File: config.mk
export PLATFORM = sky130hd
export DESIGN_NAME = rtc_divider_timing
export DESIGN_NICKNAME = d
export VERILOG_FILES = /design/src/rtl/rtc_div_pkg.sv /design/src/rtl/rtc_div_datapath.sv /design/src/rtl/rtc_div_control.sv /design/src/rtl/rtc_divider_timing.sv
export SDC_FILE = /design/constraint.sdc
export NUM_CORES = 1
export LEC_CHECK = 0
export BUFFER_PORTS_ARGS = -buffer_cell sky130_fd_sc_hd__buf_2
export CAP_MARGIN = 20
export CORE_MARGIN = 2
export CORE_UTILIZATION = 56
export DETAILED_ROUTE_END_ITERATION = 16
export PLACE_DENSITY = 0.78
export SYNTH_ARGS = -nofsm -noshare
export SYNTH_HDL_FRONTEND = slang
export SYNTH_SLANG_ARGS = --single-unit
File: constraint.sdc
create_clock -name clk -period 2.4 [get_ports clk]
set_input_delay 0.48 -clock clk [delete_from_list [all_inputs] [get_ports clk]]
set_output_delay 0.48 -clock clk [all_outputs]
set_load 0.01 [all_outputs]
File: src/rtl/rtc_div_pkg.sv
package rtc_div_pkg;

  typedef struct packed {
    logic advance;  // count one tick
    logic clear;    // force chain to phase zero
  } chainCmd_t;

  // stage index for a nonzero rate code; codes 1 and 2 alias slow stages
  function automatic int tapIndex(input int rate);
    if (rate == 1) return 6;
    else if (rate == 2) return 7;
    else if (rate >= 3) return rate - 2;
    else return 0;
  endfunction

endpackage

File: src/rtl/rtc_div_datapath.sv
module rtc_div_datapath
  import rtc_div_pkg::*;
#(
  parameter int STAGES = 15
) (
  input  logic              clk,
  input  logic              porN,
  input  chainCmd_t         cmd,
  input  logic [3:0]        rateSel,
  input  logic              sqwEn,
  output logic [STAGES-1:0] phaseCnt,
  output logic              sqwOut,
  output logic              periodicPulse
);
  localparam int RATES = 16;

  logic [RATES-1:0] tapVec;
  logic             tapBit;
  logic             tapPrev;

  always_ff @(posedge clk) begin
    if (!porN) begin
      phaseCnt <= '0;
      tapPrev  <= 1'b0;
    end else begin
      tapPrev <= tapBit;
      if (cmd.clear) phaseCnt <= '0;
      else if (cmd.advance) phaseCnt <= phaseCnt + 1'b1;
    end
  end

  assign tapVec[0] = 1'b0;
  for (genvar g = 1; g < RATES; g++) begin : g_tap
    assign tapVec[g] = phaseCnt[tapIndex(g)];
  end

  assign tapBit        = tapVec[rateSel];
  assign sqwOut        = sqwEn & tapBit;
  assign periodicPulse = tapBit & ~tapPrev;

  // a held chain is at zero on the next cycle
  p_hold_zero_r6: assert property (@(posedge clk) disable iff (!porN)
    cmd.clear |=> (phaseCnt == '0));
  // without advance or clear the phase does not move
  p_freeze_r6: assert property (@(posedge clk) disable iff (!porN)
    (!cmd.advance && !cmd.clear) |=> $stable(phaseCnt));
  // periodic pulse never lasts two cycles
  p_pulse_single_r5: assert property (@(posedge clk) disable iff (!porN)
    periodicPulse |=> !periodicPulse);
endmodule

File: src/rtl/rtc_div_control.sv
module rtc_div_control
  import rtc_div_pkg::*;
#(
  parameter int STAGES     = 15,
  parameter int LEAD_TICKS = 8
) (
  input  logic              clk,
  input  logic              porN,
  input  logic              tick,
  input  logic [2:0]        oscCtl,
  input  logic              setHold,
  input  logic [STAGES-1:0] phaseCnt,
  output chainCmd_t         cmd,
  output logic              uipFlag,
  output logic              updateStrobe,
  output logic              updateDone
);
  localparam logic [STAGES-1:0] HALF_PHASE = STAGES'(1) << (STAGES - 1);
  localparam logic [STAGES-1:0] LEAD_PHASE = HALF_PHASE - STAGES'(LEAD_TICKS);

  logic              runMode;
  logic              holdMode;
  logic [STAGES-1:0] nextCnt;
  logic              stepNow;

  assign runMode  = (oscCtl == 3'b010);
  assign holdMode = (oscCtl[2:1] == 2'b11);
  assign stepNow  = runMode & tick;
  assign nextCnt  = phaseCnt + 1'b1;

  always_comb begin
    cmd         = '0;
    cmd.clear   = holdMode;
    cmd.advance = stepNow;
  end

  always_ff @(posedge clk) begin
    if (!porN) begin
      uipFlag      <= 1'b0;
      updateStrobe <= 1'b0;
      updateDone   <= 1'b0;
    end else begin
      updateDone   <= updateStrobe;
      updateStrobe <= stepNow && (nextCnt == HALF_PHASE) && uipFlag && !setHold;
      if (!runMode || setHold) uipFlag <= 1'b0;
      else if (stepNow && nextCnt == LEAD_PHASE) uipFlag <= 1'b1;
      else if (updateStrobe) uipFlag <= 1'b0;
    end
  end

  // a transfer only happens under the in-progress flag
  p_strobe_uip_r8: assert property (@(posedge clk) disable iff (!porN)
    updateStrobe |-> uipFlag);
  // strobe is one cycle and is followed by the done pulse
  p_done_follows_r10: assert property (@(posedge clk) disable iff (!porN)
    updateStrobe |=> (updateDone && !updateStrobe));
  // hold drops the status bit on the next clock
  p_hold_clears_uip_r9: assert property (@(posedge clk) disable iff (!porN)
    setHold |=> !uipFlag);
  // no strobe is issued from a cycle in which hold is set
  p_hold_blocks_r9: assert property (@(posedge clk) disable iff (!porN)
    setHold |=> !updateStrobe);
endmodule

File: src/rtl/rtc_divider_timing.sv
module rtc_divider_timing
  import rtc_div_pkg::*;
#(
  parameter int STAGES     = 15,
  parameter int LEAD_TICKS = 8
) (
  input  logic       clk,
  input  logic       porN,
  input  logic       tick,
  input  logic [2:0] oscCtl,
  input  logic [3:0] rateSel,
  input  logic       sqwEn,
  input  logic       setHold,
  output logic       sqwOut,
  output logic       periodicPulse,
  output logic       uipFlag,
  output logic       updateStrobe,
  output logic       updateDone
);
  chainCmd_t         cmd;
  logic [STAGES-1:0] phaseCnt;

  rtc_div_control #(.STAGES(STAGES), .LEAD_TICKS(LEAD_TICKS)) u_ctrl (
    .clk(clk), .porN(porN), .tick(tick), .oscCtl(oscCtl), .setHold(setHold),
    .phaseCnt(phaseCnt), .cmd(cmd), .uipFlag(uipFlag),
    .updateStrobe(updateStrobe), .updateDone(updateDone)
  );

  rtc_div_datapath #(.STAGES(STAGES)) u_dp (
    .clk(clk), .porN(porN), .cmd(cmd), .rateSel(rateSel), .sqwEn(sqwEn),
    .phaseCnt(phaseCnt), .sqwOut(sqwOut), .periodicPulse(periodicPulse)
  );
endmodule

==> reports/qor.log, run 1 <==
INFO  worst_setup_path critical_path.startpoint_type=flip-flop
INFO  worst_setup_path crit_family=multiplexers
INFO  sta            timing.final.max_slew_violations=0
INFO  floorplan      die-width=52.2um
INFO  worst_setup_path worst_path_most_repeated_cell=mux4_2
INFO  global_route   global_route_wire_length_before_repair=5100um
INFO  sta            setup-violations-final=0
INFO  power          ir_drop=308uV
INFO  synth          synth.distinct_cells=46
INFO  clock_network  clkTransAtPathRegs=120ps
INFO  synth          synthesized_netlist_cell_count=155
INFO  worst_setup_path rrSetupSlack=160ps
INFO  global_route   grt_max_degree=16
INFO  global_route   globalRouteTotalUtil=0.261
INFO  synth          postSynthRegisterBits=19
INFO  status         outcome=finished, final reports clean
INFO  route          route.detailed.drc=0
INFO  floorplan      dieArea=0.00272mm2
INFO  clock_network  ctsLongestPathBuffers=2
INFO  placement      number_of_port_buffers=16
INFO  synth          synth_area_leader_cell=dfxtp_1
INFO  synth          synth_seq_area_share=0.293
INFO  sta            finalHoldViolCount=0
INFO  route          drt.antenna.violating_nets=0
INFO  finish         post_route_cells_drive_above_1_share=0.263
INFO  synth          synth_top_area_share=0.293
INFO  finish         nNetsFinal=189
INFO  global_route   groute.layer.met3.usage=0.0345
INFO  sta            worst_setup_slack_after_layout=42.3ps
INFO  sta            upper_clock_frequency_limit=0.424GHz
INFO  worst_setup_path worst_r2r_startpoint=u_dp.phaseCnt[1]
INFO  sta            setup_repair_after_global_routing_missed_its_margin=yes
INFO  finish         count_of_inserted_antenna_diode_cells=0
INFO  worst_setup_path worstPathRequired=1920ps
INFO  route          vias_per_cell=6.15
INFO  placement      dp_hpwl=2400um
INFO  worst_setup_path worstPathArrival=1880ps
INFO  synth          synth_area_leaders=dfxtp_1 (29%), xnor2_1 (7.4%), nor2_1 (5.5%), xor2_1 (5.4%), mux4_2 (5.2%)
INFO  route          routed_wire_length_per_instance=15.7um
INFO  clock_network  htree_num_levels=1
INFO  sta            fin_crit=2360ps
INFO  floorplan      initial_utilization=0.587
INFO  finish         layoutNonFillerInstCount=203
INFO  sta            setup-tns-final=0ps
INFO  floorplan      ios=17
INFO  power          leakage=0.514nW
INFO  finish         finalCoreUtilization=0.668
INFO  worst_setup_path slowest_stage=mux4_2
INFO  placement      dpl.cell_count=198
INFO  global_route   first_global_vias=1,118
INFO  synth          netlist_area=0.00130mm2
INFO  floorplan      die_h=52.2um
INFO  global_route   grt_busiest_layer=met2
INFO  synth          syn_nets=168
INFO  clock_network  cell_chosen_for_the_clock_root=clkbuf_4
INFO  synth          ys.warnings.count=0
INFO  clock_network  tritoncts=yes
INFO  clock_network  cts_hold_buf=0
INFO  sta            min_period_over_period=0.982
INFO  floorplan      std_cell_rows=17
INFO  worst_setup_path crit_fanout=3
INFO  global_route   congestion_overflow_gr=0
INFO  worst_setup_path cp_slowest_stage_delay=500ps
INFO  finish         post-route-cell-area=0.00148mm2
INFO  synth          synth.avg_cell_area=8.38um2
INFO  clock_network  cts-buffers-inserted=3
INFO  placement      placedInstanceArea=0.00143mm2
INFO  global_route   antenna_found_initial=0
INFO  worst_setup_path path_class=reg -> out
INFO  global_route   m2_gr_usage=0.456
INFO  sta            skew=2.99ps
INFO  finish         area_growth=13.8%
INFO  sta            fin_hold_ws=426ps
INFO  sta            relative_slew_slack=0.572
INFO  worst_hold_path hold_path.startpoint=porN
INFO  route          dr.first_iter.drc_count=44
INFO  clock_network  cts.sink_count=19
INFO  floorplan      coreArea=0.00221mm2
INFO  placement      detailedPlace.worstSlack=-58.1ps
INFO  route          via_count=1,249
INFO  global_route   globalRouteMet1Util=0.322
INFO  worst_setup_path worstSetupStartpoint=u_dp.phaseCnt[12]
INFO  route          firstDrtPassIters=4
INFO  sta            timing_worst_slew_pin_value=637ps
INFO  worst_setup_path cp-end-kind=output pin
INFO  worst_setup_path timing.critical_path.cells=mux4_2 > mux4_2 > nor2b_1 > buf_2
INFO  route          routed_wirelength=3190um
INFO  clock_network  source_to_sink_clock_delay_at_the_later_pin_of_the_worst_skew_pair=310ps
INFO  placement      finalWeightedCongestion=0.870
INFO  worst_setup_path path_buf_inv=1
INFO  worst_hold_path min_path_type=in -> reg
INFO  power          totalPowerFinal=519uW
INFO  flow_run       cap_violations=0
INFO  power          power_density=351mW/mm2
path summary, 6_finish.rpt:
path | to | cells after the start
max reg2reg | u_ctrl.updateStrobe | 6
min reg2reg | u_ctrl.uipFlag | 2
min | u_ctrl.updateDone | 2
max | periodicPulse | 4
layout by cell type, fill, tap and decap left out, drive strengths merged, types with 2 or more instances in the layout:
cell,netlist,layout
nor3,7,7
nor4,6,6
dfxtp,19,19
or3,2,2
xor2,8,8
clkbuf,5,4
buf,8,29
mux4,4,4
nand2,16,16
and2,3,3
o21ai,4,4
nor2b,2,2
nand4,6,6
a211oi,2,2
a21oi,2,2
xnor2,11,11
nor4bb,2,2
nand3,8,8
and3,3,3
nor2,19,19
inv,2,2
metal layers:
layer | vias up | wire (um)
met5 | - | 0
met4 | 0 | 64
met3 | 9 | 242
met2 | 54 | 1520
met1 | 595 | 1360
li1 | 591 | -
where the power goes:
group	internal, mW	total, mW	leakage, nW	switching [mW]
Combinational	0.0136	0.0304	0.345	0.0168
Sequential	0.314	0.315	0.155	0.000626
Clock	0.0649	0.174	0.0150	0.109
Total	0.393	0.519	0.514	0.126
logic make-up after synthesis:
kind of cell | Yosys count | share of synthesized area
muxes | 5 | 0.0809
buffers and inverters | 15 | 0.0626
adders and majority gates | 1 | 0.00963
DFF | 19 | 0.293
AOI/OAI and AO/OA | 15 | 0.0877
xor gates and xnor gates | 19 | 0.128
and+or+nand+nor | 81 | 0.338
sequential cells by signal, summed over array words and instances, names as in the netlist:
name                 flops
u_dp.phaseCnt           15
u_ctrl.uipFlag           1
u_ctrl.updateDone        1
u_ctrl.updateStrobe      1
u_dp.tapPrev             1
synth_stat cells (all sizes together):
library cell / instances
ha: 1
nor4bb: 2
nand4b: 1
o2111ai: 1
or3b: 1
and2: 3
a21oi: 2
nand3b: 1
nand4bb: 1
a211oi: 2
inv: 2
o22a: 1
nor2b: 2
dfxtp: 19
mux4: 4
xor2: 8
o21ai: 4
a2111oi: 1
nor4b: 1
nor3: 7
nand3: 8
xnor2: 11
o31ai: 1
o211ai: 1
nand2b: 1
nor4: 6
o32a: 1
buf: 8
nand2: 16
or3: 2
nor2: 19
nand4: 6
mux2: 1
or4: 1
and3: 3
a31oi: 1
clkbuf: 5
final cells by class:
type | instances | area (um2)
timing repair buffer | 29 | 186
tap | 28 | 35.0
inverter | 2 | 7.51
sequential | 19 | 387
clock buffer | 4 | 26.3
multi-input combinational | 121 | 836
fill | 188 | 734
repair_timing:
| action | CTS | global route |
|---|---|---|
| endpoints found under the setup margin | 2 | 2 |
| endpoints found under the hold margin | 0 | 0 |
| pin swaps | 0 | 1 |
| buffers inserted | 1 | 0 |
| gates resized for setup | 4 | 4 |
(Power assumes the default switching activity.)
==> inputs of run 2 (changes only) <==
==> constraint.sdc (replaced) <==
create_clock -name clk -period 2.4 [get_ports clk]
set_input_delay 0.24 -clock clk [delete_from_list [all_inputs] [get_ports clk]]
set_output_delay 0.24 -clock clk [all_outputs]
set_load 0.01 [all_outputs]
==> run 2 against run 1 <==
Compared with the run above:
- first-iteration DRC count increased by 34%
- wire length decreased by 10%
- non-clock buffer count decreased by 12
- fmax increased by 3.9%
- register-to-register slack improved by 250 ps
- worst hold slack got worse by 240 ps
- design area decreased by 7.0%
- total power decreased by 1.4%
- setup slack improved by 88 ps
- via count decreased by 4.7%
==> reports/qor.log, run 2 (synthesis gave the netlist of run 1 again) <==
INFO  status         outcome=finished, final reports clean [unchanged]
INFO  finish         count_of_inserted_antenna_diode_cells=0 [unchanged]
INFO  worst_hold_path min_path_type=in -> reg [unchanged]
INFO  floorplan      die-width=52.2um [unchanged]
INFO  global_route   first_global_vias=1,079 [was 1,118]
INFO  floorplan      initial_utilization=0.587 [unchanged]
INFO  power          power_switching_share=0.232 [was 0.243]
INFO  route          detailroute.wirelength.met3=215um [was 242 um]
INFO  floorplan      coreArea=0.00221mm2 [unchanged]
INFO  global_route   antenna_found_initial=0 [unchanged]
INFO  worst_setup_path crit_fanout=10 [was 3]
INFO  power          leakage=0.452nW [was 0.514 nW]
INFO  sta            setup_repair_after_global_routing_missed_its_margin=no [was yes]
INFO  clock_network  tritoncts=yes [unchanged]
INFO  sta            timing.final.max_slew_violations=0 [unchanged]
INFO  placement      finalWeightedCongestion=0.893 [was 0.870]
INFO  finish         largest_reg_flops=15 [unchanged]
INFO  sta            min_period_over_period=0.946 [was 0.982]
INFO  clock_network  cts_hold_buf=0 [unchanged]
INFO  power          power_density=373mW/mm2 [was 351 mW/mm2]
INFO  clock_network  htree_num_levels=1 [unchanged]
INFO  power          power.sequential.fraction=0.618 [was 0.607]
INFO  floorplan      dieArea=0.00272mm2 [unchanged]
INFO  sta            timing_worst_slew_pin_value=522ps [was 637 ps]
INFO  global_route   globalRouteTotalUtil=0.235 [was 0.261]
INFO  sta            setup-violations-final=0 [unchanged]
INFO  sta            skew=10.2ps [was 2.99 ps]
INFO  route          drt.antenna.violating_nets=0 [unchanged]
INFO  sta            finalHoldViolCount=0 [unchanged]
INFO  placement      dp_hpwl=2110um [was 2400 um]
INFO  clock_network  ctsLongestPathBuffers=2 [unchanged]
INFO  sta            upper_clock_frequency_limit=0.441GHz [was 0.424 GHz]
INFO  finish         post_route_cells_drive_above_1_share=0.178 [was 0.263]
INFO  worst_setup_path path_class=reg -> out [unchanged]
INFO  finish         nNetsFinal=177 [was 189]
INFO  route          firstDrtPassIters=4 [unchanged]
INFO  finish         area_growth=5.78% [was 13.8%]
INFO  worst_hold_path hold_path.startpoint=porN [unchanged]
INFO  clock_network  number_of_buffers_inserted_to_repair_setup_after_cts=0 [was 1]
INFO  finish         layoutNonFillerInstCount=191 [was 203]
INFO  power          ir_drop=253uV [was 308 uV]
INFO  power          clockPowerShare=0.325 [was 0.335]
INFO  clock_network  clkTransAtPathRegs=120ps [about the same]
INFO  floorplan      ios=17 [unchanged]
INFO  placement      number_of_port_buffers=16 [unchanged]
INFO  route          routed_wirelength=2870um [was 3190 um]
INFO  global_route   congestion_overflow_gr=0 [unchanged]
INFO  worst_setup_path worstPathArrival=2030ps [was 1880 ps]
INFO  global_route   global_route_wire_length_before_repair=4780um [was 5100 um]
INFO  global_route   grt_max_degree=16 [unchanged]
INFO  route          dr.first_iter.drc_count=59 [was 44]
INFO  sta            fin_hold_ws=186ps [was 426 ps]
INFO  route          via_count=1,190 [was 1,249]
INFO  worst_setup_path worst_r2r_startpoint=u_dp.phaseCnt[0] [was u_dp.phaseCnt[1]]
INFO  route          vias_per_cell=6.23 [was 6.15]
INFO  clock_network  cts-buffers-inserted=3 [unchanged]
INFO  route          route.met2.wl=1390um [was 1520 um]
INFO  floorplan      std_cell_rows=17 [unchanged]
INFO  power          net-switching-power=119uW [was 126 uW]
INFO  finish         register_name_with_the_most_flops=u_dp.phaseCnt [unchanged]
INFO  worst_setup_path worstPathRequired=2160ps [was 1920 ps]
INFO  finish         commonest_non_fill_non_tap_cells_in_the_layout=nor2_1 (19), dfxtp_1 (19), nand2_1 (16), buf_2 (16), xnor2_1 (11) [was nor2_1 (19), nand2_1 (16), dfxtp_1 (16)]
INFO  route          routed_wire_length_per_instance=15.0um [was 15.7 um]
INFO  flow_run       cap_violations=0 [unchanged]
INFO  worst_setup_path worstSetupStartpoint=u_dp.phaseCnt[3] [was u_dp.phaseCnt[12]]
INFO  clock_network  cell_chosen_for_the_clock_root=clkbuf_4 [unchanged]
INFO  clock_network  cts.sink_count=19 [unchanged]
INFO  floorplan      die_h=52.2um [unchanged]
INFO  power          intPower=393uW [about the same]
INFO  worst_setup_path critical_path.startpoint_type=flip-flop [unchanged]
INFO  placement      dpl.cell_count=187 [was 198]
INFO  clock_network  source_to_sink_clock_delay_at_the_later_pin_of_the_worst_skew_pair=300ps [was 310 ps]
INFO  route          dr.max_layer_used=met4 [unchanged]
INFO  sta            setup-tns-final=0ps [unchanged]
INFO  clock_network  postCtsResizedCells=0 [was 4]
INFO  sta            relative_slew_slack=0.651 [was 0.572]
INFO  power          pwr-share-comb=0.057 [was 0.059]
INFO  worst_setup_path cp-end-kind=output pin [unchanged]
INFO  sta            fin_crit=2270ps [was 2360 ps]
INFO  route          route.detailed.drc=0 [unchanged]
INFO  route          wl_met1=1230um [was 1360 um]
-- run 2: path summary, 6_finish.rpt --
| path | depth (start not counted) | to | slack [ps] |
|---|---|---|---|
| setup / recovery | 4 | sqwOut | 130 |
| hold / removal | 2 | u_dp.tapPrev | 190 |
| setup reg to reg | 6 | u_ctrl.updateStrobe | 410 |
| hold reg to reg | 2 | u_ctrl.uipFlag | 490 |
-- run 2: final cells by class --
cell class,count,area [um2]
fillers,196,838
flip-flops and latches,19,380
inverters,2,7.51
multi-input cells,121,837
repair buffers,17,87.6
well taps,28,35.0
clock buffers,4,26.3
-- run 2: per-layer routing --
metal	track usage	up-vias
li1	-	571
met1	0.299	542
met2	0.407	70
met3	0.0345	7
met4	0.0726	0
met5	0	-
-- run 2: stage by stage --
| stage | instance area, um2 | total power [mW] | utilization | setup WS (ps) |
|---|---|---|---|---|
| after CTS | 1370 | 0.512 | 0.621 | 143 |
| after global placement | 1350 | 0.352 | 0.609 | 455 |
| after global routing | 1370 | 0.539 | 0.621 | 45.1 |
| after floorplan | 1300 | 0.336 | - | 596 |
| final | 1370 | 0.512 | 0.621 | 130 |
| after detailed placement | 1350 | 0.353 | 0.609 | 426 |
-- run 2: power by group through the flow --
stage	registers [mW]	clock network (mW)	logic, mW
after floorplan	0.323	0	0.0127
after global placement	0.323	0	0.0284
after detailed placement	0.323	0	0.0293
after CTS	0.316	0.167	0.0294
after global routing	0.317	0.190	0.0323
final	0.316	0.166	0.0292
-- run 2: critical path: stages, from the launching register on --
cell and delay [ps]:
dfxtp_1 420, mux4_1 540, mux4_2 480, and2_1 170, buf_2 130
==> inputs of run 3 (changes only) <==
--- a/config.mk
+++ b/config.mk
@@ -7,6 +7,7 @@
 export LEC_CHECK = 0
 export BUFFER_PORTS_ARGS = -buffer_cell sky130_fd_sc_hd__buf_2
 export CAP_MARGIN = 20
+export CORE_ASPECT_RATIO = 1.1
 export CORE_MARGIN = 2
 export CORE_UTILIZATION = 56
 export DETAILED_ROUTE_END_ITERATION = 16
==> run 3 against run 2 <==
Compared with the run above:
- cell count up 1.0%
- fmax down 0.79%
- combinational power about the same
- design area up 0.18%
- worst hold slack worse by 7.8 ps
- setup slack worse by 18 ps
- clock power about the same
- critical path type unchanged
- largest power group unchanged
- highest routed layer unchanged
==> reports/qor.log, run 3 (synthesis gave the netlist of run 1 again) <==
INFO  placement      finalWeightedCongestion=0.922 [was 0.893]
INFO  route          route.detailed.drc=0 [unchanged]
INFO  worst_setup_path crit_family=multiplexers [unchanged]
INFO  route          via_count=1,176 [was 1,190]
INFO  worst_setup_path critical_path.startpoint_type=flip-flop [unchanged]
INFO  finish         fill_cells=195 [was 196]
INFO  sta            worst_setup_slack_after_layout=112ps [was 130 ps]
INFO  global_route   antenna_found_initial=0 [unchanged]
INFO  global_route   congestion_overflow_gr=0 [unchanged]
INFO  worst_setup_path path_buf_inv=1 [unchanged]
INFO  finish         commonest_non_fill_non_tap_cells_in_the_layout=nor2_1 (19), dfxtp_1 (19), nand2_1 (16), buf_2 (16), xnor2_1 (11) [unchanged]
INFO  finish         finalCoreUtilization=0.617 [was 0.621]
INFO  clock_network  source_to_sink_clock_delay_at_the_later_pin_of_the_worst_skew_pair=300ps [about the same]
INFO  clock_network  tritoncts=yes [unchanged]
INFO  global_route   first_global_vias=1,029 [was 1,079]
INFO  route          routed_wire_length_per_instance=15.0um [about the same]
INFO  worst_setup_path crit_fanout=10 [unchanged]
INFO  worst_setup_path worstPathArrival=2050ps [was 2030 ps]
INFO  finish         register_name_with_the_most_flops=u_dp.phaseCnt [unchanged]
INFO  power          power_density=370mW/mm2 [was 373 mW/mm2]
INFO  floorplan      coreArea=0.00223mm2 [was 0.00221 mm2]
INFO  worst_setup_path path_class=reg -> out [unchanged]
INFO  sta            skew=2.76ps [was 10.2 ps]
INFO  power          ir_drop=320uV [was 253 uV]
INFO  clock_network  cell_chosen_for_the_clock_root=clkbuf_4 [unchanged]
INFO  floorplan      initial_utilization=0.582 [was 0.587]
INFO  power          totalPowerFinal=510uW [was 512 uW]
INFO  placement      number_of_port_buffers=16 [unchanged]
INFO  sta            setup_repair_after_global_routing_missed_its_margin=no [unchanged]
INFO  worst_setup_path timing.critical_path.cells=mux4_1 > mux4_2 > and2_1 > buf_2 [unchanged]
INFO  clock_network  number_of_buffers_inserted_to_repair_setup_after_cts=0 [unchanged]
INFO  floorplan      die-width=49.9um [was 52.2 um]
INFO  placement      placedInstanceArea=0.00135mm2 [about the same]
INFO  worst_hold_path min_path_type=in -> reg [unchanged]
INFO  clock_network  ctsLongestPathBuffers=2 [unchanged]
INFO  route          drt.antenna.violating_nets=0 [unchanged]
INFO  clock_network  clkTransAtPathRegs=100ps [was 120 ps]
INFO  placement      detailedPlace.worstSlack=425ps [was 426 ps]
INFO  sta            timing.final.max_slew_violations=0 [unchanged]
INFO  sta            upper_clock_frequency_limit=0.437GHz [was 0.441 GHz]
INFO  clock_network  cts-buffers-inserted=3 [unchanged]
INFO  clock_network  postCtsResizedCells=0 [unchanged]
INFO  flow_run       cap_violations=0 [unchanged]
INFO  finish         register_area=380um2 [unchanged]
INFO  route          routed_wirelength=2900um [was 2870 um]
INFO  global_route   grt_max_degree=16 [unchanged]
INFO  sta            min_period_over_period=0.953 [was 0.946]
INFO  global_route   globalRouteTotalUtil=0.229 [was 0.235]
INFO  finish         post_route_cells_drive_above_1_share=0.178 [unchanged]
INFO  worst_setup_path cp_slowest_stage_delay=540ps [about the same]
INFO  status         outcome=finished, final reports clean [unchanged]
INFO  placement      dpl.cell_count=189 [was 187]
INFO  floorplan      die_h=54.5um [was 52.2 um]
INFO  clock_network  cts_hold_buf=0 [unchanged]
INFO  sta            fin_hold_ws=178ps [was 186 ps]
INFO  sta            timing_worst_slew_pin_value=516ps [was 522 ps]
INFO  worst_setup_path slowest_stage=mux4_1 [unchanged]
INFO  finish         post-route-cell-area=0.00138mm2 [was 0.00137 mm2]
INFO  finish         largest_reg_flops=15 [unchanged]
INFO  clock_network  cts.sink_count=19 [unchanged]
INFO  placement      dp_hpwl=2080um [was 2110 um]
INFO  sta            relative_slew_slack=0.655 [was 0.651]
INFO  floorplan      dieArea=0.00272mm2 [about the same]
INFO  finish         layoutNonFillerInstCount=193 [was 191]
INFO  sta            finalHoldViolCount=0 [unchanged]
INFO  route          firstDrtPassIters=4 [unchanged]
INFO  worst_setup_path worstPathRequired=2160ps [about the same]
INFO  route          vias_per_cell=6.09 [was 6.23]
INFO  global_route   global_route_wire_length_before_repair=4660um [was 4780 um]
INFO  floorplan      ios=17 [unchanged]
INFO  route          dr.first_iter.drc_count=39 [was 59]
INFO  power          leakage=0.452nW [unchanged]
INFO  sta            setup-violations-final=0 [unchanged]
INFO  clock_network  htree_num_levels=1 [unchanged]
INFO  worst_setup_path rrSetupSlack=410ps [about the same]
INFO  finish         multiInputGateArea=837um2 [unchanged]
INFO  sta            setup-tns-final=0ps [unchanged]
INFO  finish         area_growth=5.97% [was 5.78%]
INFO  worst_setup_path cp-end-kind=output pin [unchanged]
INFO  finish         count_of_inserted_antenna_diode_cells=0 [unchanged]
INFO  finish         nNetsFinal=177 [unchanged]
INFO  sta            fin_crit=2290ps [was 2270 ps]
INFO  floorplan      std_cell_rows=18 [was 17]
run 3: cell counts in the layout (fill, tap and decap cells not counted):
No cell type changed its count.
run 3: where the power goes:
part	switching, mW	internal (mW)
Sequential	0.000636	0.316
Combinational	0.0161	0.0131
Clock	0.0993	0.0649
run 3: worst reg2reg max path: stages (launching register included):
cell	delay (ps)
dfxtp_1	430
ha_1	300
nand4_1	300
nor4_1	370
xor2_1	220
o2111ai_1	150
a211oi_2	160
run 3: routing by layer:
metal	up-vias	global-route usage	share of wire
met3	5	0.0273	0.072
li1	571	-	-
met5	-	0	0
met4	0	0.157	0.019
met2	60	0.378	0.48
met1	540	0.286	0.43
run 3: path summary, 6_finish.rpt:
check	cells past startpoint	from	end
setup / recovery	4	u_dp.phaseCnt[3]	sqwOut
setup reg to reg	6	u_dp.phaseCnt[1]	u_ctrl.updateStrobe
hold / removal	2	porN	u_dp.tapPrev
hold reg to reg	1	u_ctrl.updateStrobe	u_ctrl.updateDone
run 3: final cells by class:
cell class	count	area share
clock buffers	4	0.0191
well taps	30	0.0273
multi-input cells	121	0.608
flip-flops and latches	19	0.276
inverters	2	0.00545
repair buffers	17	0.0636
